File: src/rtl/dma_health_pkg.sv
package dma_health_pkg;
  localparam int unsigned DATA_W   = 32;
  localparam int unsigned NUM_CNT  = 4;
  localparam int unsigned CNT_STEP = 4;

  localparam logic [7:0] ADDR_CTRL     = 8'h00;
  localparam logic [7:0] ADDR_STATUS   = 8'h04;
  localparam logic [7:0] ADDR_CNT_BASE = 8'h08;

  localparam logic [7:0]        OK_PATTERN = 8'hA5;
  localparam logic [DATA_W-1:0] CLR_MASK   = 32'h0000_0001;

  typedef enum logic [1:0] {
    CNT_TX       = 2'd0,
    CNT_RX       = 2'd1,
    CNT_STALL    = 2'd2,
    CNT_UNDERRUN = 2'd3
  } cnt_idx_e;
endpackage

File: src/rtl/dma_sat_counter.sv
module dma_sat_counter #(
  parameter int unsigned CNT_W = 32
) (
  input  logic             clk_i,
  input  logic             rst_ni,
  input  logic             clr_i,
  input  logic             inc_i,
  output logic [CNT_W-1:0] cnt_o
);
  localparam logic [CNT_W-1:0] CNT_MAX = '1;

  logic [CNT_W-1:0] cnt_q;

  always_ff @(posedge clk_i or negedge rst_ni) begin
    if (!rst_ni)                        cnt_q <= '0;
    else if (clr_i)                     cnt_q <= '0;  // same-cycle events dropped
    else if (inc_i && cnt_q != CNT_MAX) cnt_q <= cnt_q + 1'b1;
  end

  assign cnt_o = cnt_q;

  a_r5_no_wrap: assert property (@(posedge clk_i) disable iff (!rst_ni)
    (!clr_i && cnt_q == CNT_MAX) |=> cnt_q == CNT_MAX);

  a_r6_clear_zero: assert property (@(posedge clk_i) disable iff (!rst_ni)
    clr_i |=> cnt_q == '0);

  a_r1_step: assert property (@(posedge clk_i) disable iff (!rst_ni)
    (!clr_i && inc_i && cnt_q != CNT_MAX) |=> cnt_q == $past(cnt_q) + 1'b1);

  a_r2_idle_hold: assert property (@(posedge clk_i) disable iff (!rst_ni)
    (!clr_i && !inc_i) |=> $stable(cnt_q));
endmodule

File: src/rtl/dma_health_status.sv
module dma_health_status
  import dma_health_pkg::*;
(
  input  logic              clk_i,
  input  logic              rst_ni,
  input  logic              fatal_i,
  output logic [DATA_W-1:0] status_o
);
  logic fatal_q;

  always_ff @(posedge clk_i or negedge rst_ni) begin
    if (!rst_ni)      fatal_q <= 1'b0;
    else if (fatal_i) fatal_q <= 1'b1;
  end

  // healthy pattern is neither all-zero nor all-one
  assign status_o = fatal_q ? '0 : DATA_W'(OK_PATTERN);

  a_r7_fatal_sticky: assert property (@(posedge clk_i) disable iff (!rst_ni)
    fatal_q |=> fatal_q);

  a_r7_fatal_reads_zero: assert property (@(posedge clk_i) disable iff (!rst_ni)
    fatal_i |=> status_o == '0);
endmodule

File: src/rtl/dma_health_readout.sv
module dma_health_readout
  import dma_health_pkg::*;
#(
  parameter int unsigned ADDR_W = 8,
  parameter int unsigned CNT_W  = 32,
  parameter int unsigned N_CNT  = NUM_CNT
) (
  input  logic                       clk_i,
  input  logic                       rst_ni,
  input  logic                       clr_i,
  input  logic                       rd_i,
  input  logic [ADDR_W-1:0]          addr_i,
  input  logic [DATA_W-1:0]          status_i,
  input  logic [N_CNT-1:0][CNT_W-1:0] cnt_i,
  output logic [DATA_W-1:0]          rdata_o
);
  logic [CNT_W-1:0]  shadow_q [1:N_CNT-1];
  logic [DATA_W-1:0] rd_next;
  logic              snap;
  logic              hit;
  logic [DATA_W-1:0] rdata_q;

  always_comb begin
    rd_next = '0;
    snap    = 1'b0;
    hit     = 1'b0;
    if (addr_i == ADDR_W'(ADDR_CTRL)) begin
      hit = 1'b1;
    end else if (addr_i == ADDR_W'(ADDR_STATUS)) begin
      hit     = 1'b1;
      rd_next = status_i;
    end else begin
      for (int i = 0; i < int'(N_CNT); i++) begin
        if (addr_i == ADDR_W'(ADDR_CNT_BASE) + ADDR_W'(CNT_STEP * i)) begin
          hit = 1'b1;
          if (i == 0) begin
            snap    = 1'b1;
            rd_next = DATA_W'(cnt_i[0]);
          end else begin
            rd_next = DATA_W'(shadow_q[i]);
          end
        end
      end
    end
  end

  for (genvar g = 1; g < int'(N_CNT); g++) begin : g_shadow
    always_ff @(posedge clk_i or negedge rst_ni) begin
      if (!rst_ni)            shadow_q[g] <= '0;
      else if (clr_i)         shadow_q[g] <= '0;
      else if (rd_i && snap)  shadow_q[g] <= cnt_i[g];
    end

    a_r10_shadow_frozen: assert property (@(posedge clk_i) disable iff (!rst_ni)
      (!clr_i && !(rd_i && snap)) |=> $stable(shadow_q[g]));
  end

  always_ff @(posedge clk_i or negedge rst_ni) begin
    if (!rst_ni)   rdata_q <= '0;
    else if (rd_i) rdata_q <= rd_next;
  end

  assign rdata_o = rdata_q;

  a_r8_unmapped_zero: assert property (@(posedge clk_i) disable iff (!rst_ni)
    (rd_i && !hit) |=> rdata_o == '0);

  a_r9_hold: assert property (@(posedge clk_i) disable iff (!rst_ni)
    !rd_i |=> $stable(rdata_o));
endmodule

File: src/rtl/dma_health_regs.sv
module dma_health_regs
  import dma_health_pkg::*;
#(
  parameter int unsigned ADDR_W = 8,
  parameter int unsigned CNT_W  = 32
) (
  input  logic              clk_i,
  input  logic              rst_ni,
  input  logic [ADDR_W-1:0] reg_addr_i,
  input  logic              reg_rd_i,
  input  logic              reg_wr_i,
  input  logic [DATA_W-1:0] reg_wdata_i,
  output logic [DATA_W-1:0] reg_rdata_o,
  input  logic              ev_tx_word_i,
  input  logic              ev_rx_word_i,
  input  logic              ev_stall_i,
  input  logic              ev_underrun_i,
  input  logic              fatal_i
);
  logic                          clr;
  logic [NUM_CNT-1:0]            ev;
  logic [NUM_CNT-1:0][CNT_W-1:0] cnt;
  logic [DATA_W-1:0]             status;

  assign clr = reg_wr_i && (reg_addr_i == ADDR_W'(ADDR_CTRL))
               && |(reg_wdata_i & CLR_MASK);

  assign ev[CNT_TX]       = ev_tx_word_i;
  assign ev[CNT_RX]       = ev_rx_word_i;
  assign ev[CNT_STALL]    = ev_stall_i;
  assign ev[CNT_UNDERRUN] = ev_underrun_i;

  for (genvar g = 0; g < int'(NUM_CNT); g++) begin : g_cnt
    dma_sat_counter #(.CNT_W(CNT_W)) u_cnt (
      .clk_i  (clk_i),
      .rst_ni (rst_ni),
      .clr_i  (clr),
      .inc_i  (ev[g]),
      .cnt_o  (cnt[g])
    );
  end

  dma_health_status u_status (
    .clk_i    (clk_i),
    .rst_ni   (rst_ni),
    .fatal_i  (fatal_i),
    .status_o (status)
  );

  dma_health_readout #(
    .ADDR_W (ADDR_W),
    .CNT_W  (CNT_W),
    .N_CNT  (NUM_CNT)
  ) u_readout (
    .clk_i    (clk_i),
    .rst_ni   (rst_ni),
    .clr_i    (clr),
    .rd_i     (reg_rd_i),
    .addr_i   (reg_addr_i),
    .status_i (status),
    .cnt_i    (cnt),
    .rdata_o  (reg_rdata_o)
  );

  a_r6_clear_all: assert property (@(posedge clk_i) disable iff (!rst_ni)
    clr |=> (cnt[CNT_RX] == '0 && cnt[CNT_UNDERRUN] == '0));
endmodule

File: config.mk
export PLATFORM = sky130hd
export DESIGN_NAME = dma_health_regs
export DESIGN_NICKNAME = d
export VERILOG_FILES = /design/src/rtl/dma_health_pkg.sv /design/src/rtl/dma_sat_counter.sv /design/src/rtl/dma_health_status.sv /design/src/rtl/dma_health_readout.sv /design/src/rtl/dma_health_regs.sv
export SDC_FILE = /design/constraint.sdc
export NUM_CORES = 1
export LEC_CHECK = 0
export BUFFER_PORTS_ARGS = -buffer_cell sky130_fd_sc_hd__buf_4
export CORE_ASPECT_RATIO = 1.1
export CORE_MARGIN = 2
export CORE_UTILIZATION = 64
export CTS_BUF_LIST = sky130_fd_sc_hd__clkbuf_8
export DETAILED_ROUTE_END_ITERATION = 12
export PLACE_DENSITY_LB_ADDON = 0.05
export SYNTH_ARGS = -nofsm -noshare
export SYNTH_HDL_FRONTEND = slang
export SYNTH_HIERARCHICAL = 1
export SYNTH_SLANG_ARGS = --single-unit
File: constraint.sdc
create_clock -name clk_i -period 2.74 [get_ports clk_i]
set_input_delay 0.137 -clock clk_i [delete_from_list [all_inputs] [get_ports clk_i]]
set_output_delay 0.137 -clock clk_i [all_outputs]
set_load 0.02 [all_outputs]
======== Word level (Yosys, flattened, before mapping) ========
Index checks and enable logic that the tools add are counted.
cells by class
  add/subtract/negate cells ............... 4
  equality and inequality tests ........... 9
  muxes and demuxes ....................... 24
  reductions and logical operators ........ 13
operators with widths
  kind                                                              count
  32-bit two-way mux                                                20
  32-bit by 1-bit adder with 32-bit output (second input constant)  4
  32-bit != test (second input constant)                            4
  8-bit by 4-bit == test with 1-bit output (second input constant)  2
  8-bit by 5-bit == test with 1-bit output (second input constant)  2
  2-bit nonzero test                                                5
  8-bit by 3-bit == test with 1-bit output (second input constant)  1
  8-bit zero test                                                   1
  8-bit two-way mux                                                 1
  1-bit logical AND                                                 7
  1-bit two-way mux                                                 3
storage, ports and cells
  flip-flop bits (word level) ............. 257
  input bits .............................. 49
  output and inout port bits .............. 32
  word-level logic and storage cells ...... 59

======== Logic depth before layout (Yosys ltp) ========
  word-level depth ........................ 7
  mapped depth ............................ 8
  mapped depth without buffers ............ 6

======== By module ========
The synthesis kept the hierarchy.
modules (own cells, without submodules)
  module                                times used  cells an instance  area an instance (um^2)  sequential area each (um^2)
  dma_health_readout                    1           607                6363.6                   3203.1
  dma_sat_counter (g_cnt[0].u_cnt ...)  3           198                1854.3                   800.8
  dma_sat_counter (g_cnt[3].u_cnt)      1           194                1810.5                   800.8
  dma_health_status                     1           35                 271.5                    25.0
  dma_health_regs                       1           3                  31.3                     0.0

======== Least setup slack after synthesis ========
No wires, ideal clock.
  kind .................................... input-to-reg
  from .................................... input reg_addr_i[1]
  to ...................................... register g_cnt[3].u_cnt.cnt_q[20]
  setup time .............................. 0.132 ns
  data arrival time ....................... 2.179 ns
  required time ........................... 2.608 ns
  path slack .............................. 0.429 ns
  stages .................................. 6
  path buffers ............................ 3
  path through ............................ or4_1 nor4_2 clkbuf_1 clkbuf_1 clkbuf_1 nor2_1
between the ends
  word-level cells in the longest chain between the ends .. 4
  elaborated cells between the ends (all ways) .. 5
  those cells by class .................... mux (1); reduce/logical (4)
RTL lines
  item                                                      RTL line               RTL
  from (decl)                                               dma_health_regs.sv:9   input logic [ADDR_W-1:0] reg_addr_i,
  8-bit zero test *                                         dma_health_regs.sv:25  assign clr = reg_wr_i && (reg_addr_i == ADDR_W'(ADDR_CTRL))
  1-bit logical AND *                                       dma_health_regs.sv:25
  1-bit logical AND *                                       dma_health_regs.sv:26  && |(reg_wdata_i & CLR_MASK);
  via clr                                                   dma_health_regs.sv:20  logic clr;
  32-bit two-way mux or 2-bit nonzero test (tied branches)  -
  to (signal assigned)                                      dma_sat_counter.sv:17  else if (inc_i && cnt_q != CNT_MAX) cnt_q <= cnt_q + 1'b1;
  to (decl)                                                 dma_sat_counter.sv:12  logic [CNT_W-1:0] cnt_q;
The timed path passes the listed nets; every way through them passes the cells marked *.
A chain may end at the register's enable or synchronous reset.

======== Final worst setup path ========
  from .................................... register g_cnt[3].u_cnt.cnt_q[26]
  to ...................................... register g_cnt[3].u_cnt.cnt_q[15]
between the ends
  word-level cells in the longest chain between the ends .. 3
RTL lines
  item                          RTL line
  32-bit != test                dma_sat_counter.sv:17
  1-bit logical AND             dma_sat_counter.sv:17
  2-bit nonzero test (no line)  -
No other way between the ends.

==> summary.txt <==
Power and ir drop
  • Sw Pwr: 2.62 mW
  • VDD IR-drop max: 480 uV
  • Leak Pwr: 6.61 nW
  • Sequential Power Share: 48.5%
  • Internal: 6.54 mW
  • Final Power: 9.16 mW
  • Pwr/cell area: 592 nW/um^2
  • Combinational Power Share: 12.4%
  • Clock power frac: 39.1%
  • Net Sw Frac: 28.6%

Critical path
  • Worst EP arrival: 2820 ps
  • Crit-path cells: nand4_1, or4_4, o311ai_1, buf_4, xor2_1, nor2_1
  • Critical Path Sink Type: register
  • Slowest stage delay, CP: 650 ps
  • Required time worst endpoint: 3180 ps
  • CP Max Fanout: 8
  • Startpoint Class: register
  • CP max-delay cell: or4_4
  • Crit Path Class: reg -> reg

STA
  • Max-slew headroom: 43.9%
  • Tmin final: 2380 ps
  • Post-route clock period utilization: 86.9%
  • Clk_skew: 20.4 ps
  • Endpoints failing hold: 0
  • Final setup viols: 0
  • Worst slew pin tran: 835 ps
  • RSZ-0062 raised after global routing: false
  • Setup TNS: 0 ps
  • Slew Limit Fails: 0
  • Fmax achieved: 420 MHz

Placed design
  • DP HPWL: 25,400 um
  • # port buffers: 49
  • Placer Congestion: 0.893

Synthesis
  • Synth unique cells: 66
  • Ranking of synthesized cells by area: dfrtp_1 46%, a22o_1 6.0%, a21oi_1 4.1%
  • Largest area contributor in the netlist: dfrtp_1
  • Register area share after synthesis: 45.8%
  • Yosys Warn Count: 6
  • Post-Syn Instances: 1,433
  • Synth Flop Type: dfrtp_1
  • EDFF count, synth: 0
  • Ys async rst share: 100%
  • Number of synthesized register bits: 257
  • Share of the synthesized area in the top cell type: 45.8%
  • Avg Cell Area, Syn: 9.80 um^2
  • Post-Syn Area: 14,000 um^2

CTS
  • Clock Sink Count: 257
  • Total CTS buffers: 44
  • CTS tree: done
  • Clock slew at reported path FFs: 60 ps
  • Root Buffer: clkbuf_8
  • H-tree depth: 2
  • Worst-Skew Late Latency: 560 ps
  • Clock Tree Buf Depth: 3
  • Number of post-CTS setup repair buffers: 0

Finish
  • Diodes inserted: 0
  • Most common cell after layout, fill and taps aside: dfrtp_1
  • Fin nets: 1,510
  • Commonest non-fill, non-tap cells in the layout: 257 x dfrtp_1, 115 x a21oi_1, 97 x nor2_1, 96 x a22o_1, 78 x nand2_1
  • Layout cells sized above 1: 14.8%
  • Area growth from synthesis to layout: 10.2%

Drt
  • Post-DR vias/cell: 6.54
  • Drt drc: 0
  • Drt pass-1 iters: 5
  • Initial DRC Count: 980
  • Detailed Route WL: 37,100 um
  • Number of routed nets with antenna violations: 0
  • Detailed-route via count: 11,600
  • Post-DR wirelength/cell: 20.9 um

Global route
  • GRT met2 Usage: 51.9%
  • GRT Util Overall: 32.2%
  • Initial antenna violation count: 1
  • Largest net degree at the start of global routing: 97
  • GR Layer Usage met1: 43.2%
  • GRT overflow: 0
  • Vias in the first global route: 11,200
  • First-pass GRT wire length: 60,400 um
  • Met3 Use GR: 5.04%
  • GRT Max-Usage Layer: met2

Floorplan
  • Row Count: 56
  • Die X: 145 um
  • Ports: 81
  • Core area: 21,400 um^2
  • Die area: 23,100 um^2
  • Vert. Die Dim: 159 um
  • Initial core utilization: 65.5%

Worst hold path
  • HP Class: in -> reg

Job
  • Max capacitance violation total: 0

Run status
  • Status: finished, final reports clean
cells in the mapped netlist (4+ instances only):
library cell,instances
buf_2,18
nand3_1,48
ha_1,4
nor2b_1,23
nand2_1,78
nand4_1,57
o21ai_0,58
a211oi_1,46
xor2_1,13
inv_1,29
dfrtp_1,257
nor4_2,7
mux2_2,17
a31o_2,7
buf_1,4
clkbuf_1,67
nor3_1,16
and3_1,27
buf_6,10
or4b_1,31
nor2_1,100
xnor2_1,36
a21oi_1,115
nand2b_1,7
and2_1,12
nand4_2,4
or4_1,13
nand3b_1,4
a22o_1,96
mux2i_1,4
o31ai_1,11
o2111ai_1,32
nor4_1,19
and4_1,4
or3_1,28
a21o_1,9
buf_4,38
a31oi_1,34
what timing repair did:
item / CTS / global route
endpoints found under the hold margin: 81 / 0
gates resized for setup: 0 / 1
hold buffers: 4 / 0
endpoints found under the setup margin: 0 / 6
through the flow:
| step | setup slack, ps | hold WS [ps] | instance area [um^2] | cells | util [%] |
|---|---|---|---|---|---|
| 6_report | 358 | 32.1 | 15500 | 1778 | 72.2 |
| 5_1_grt | 126 | 27.4 | 15500 | 1778 | 72.2 |
| 4_1_cts | 188 | 3.67 | 15500 | 1778 | 72.2 |
| 3_5_place_dp | 200 | 147 | 14500 | 1697 | 67.7 |
| 3_3_place_gp | 299 | 149 | 14500 | 1697 | 67.7 |
| 2_1_floorplan | 429 | -159 | 14100 | 1460 | - |
layer usage:
layer	share of wire (%)	vias up
met5	0.035	-
met4	4.4	2
met3	5.5	99
met2	48	381
met1	42	5717
li1	-	5425
final cells by class:
class / count / area (um^2)
tap: 290 / 363
timing repair buffer: 88 / 766
sequential: 257 / 6430
clock inverter: 19 / 116
multi-input combinational: 1036 / 6890
fill: 1685 / 5970
clock buffer: 58 / 798
inverter: 30 / 113
state kept, by name (all words and copies together) (netlist names):
register,cells
g_cnt.u_cnt/cnt_o,128
u_readout/rdata_o,32
u_readout/shadow_q,96
u_status/fatal_q,1
worst paths after layout:
| path | startpoint | to | slack, ps | depth (start not counted) |
|---|---|---|---|---|
| min | ev_tx_word_i | g_cnt[0].u_cnt/cnt_o[4]$_DFFE_PN0P_ | 30 | 3 |
| max in group asynchronous | rst_ni | g_cnt[1].u_cnt/cnt_o[25]$_DFFE_PN0P_ | 1630 | 3 |
| max | g_cnt[3].u_cnt/cnt_o[26]$_DFFE_PN0P_ | g_cnt[3].u_cnt/cnt_o[15]$_DFFE_PN0P_ | 360 | 6 |
| min in group asynchronous | rst_ni | g_cnt[0].u_cnt/cnt_o[17]$_DFFE_PN0P_ | 150 | 2 |
| min reg2reg | u_status/fatal_q$_DFFE_PN0P_ | u_status/fatal_q$_DFFE_PN0P_ | 470 | 1 |
| max reg2reg | g_cnt[3].u_cnt/cnt_o[26]$_DFFE_PN0P_ | g_cnt[3].u_cnt/cnt_o[15]$_DFFE_PN0P_ | 360 | 6 |
power groups by stage:
stage               clock network, mW  logic, mW  registers (mW)
floorplan                           0      0.786            4.42
global placement                    0       1.08            4.49
detailed placement                  0       1.12            4.50
CTS                              3.63       1.13            4.44
global route                     3.82       1.26            4.50
finish                           3.58       1.13            4.45
cell families after synthesis:
family                   synth area share (%)
AO/OA/AOI/OAI                            21.6
multiplexers                             1.97
AND/OR/NAND/NOR                          21.0
buffers and inverters                    6.18
adder cells (fa/ha/maj)                 0.356
other                                  0.0267
XOR/XNOR                                 3.06
flip-flops                               45.8
critical path, delay by kind of cell (launching register included):
family / cells / cell delay, ps
AO/OA/AOI/OAI: 1 / 490
XOR/XNOR: 1 / 150
buffers and inverters: 1 / 210
flip-flops: 1 / 460
AND/OR/NAND/NOR: 3 / 950
Power figures use the tool's default switching activity.
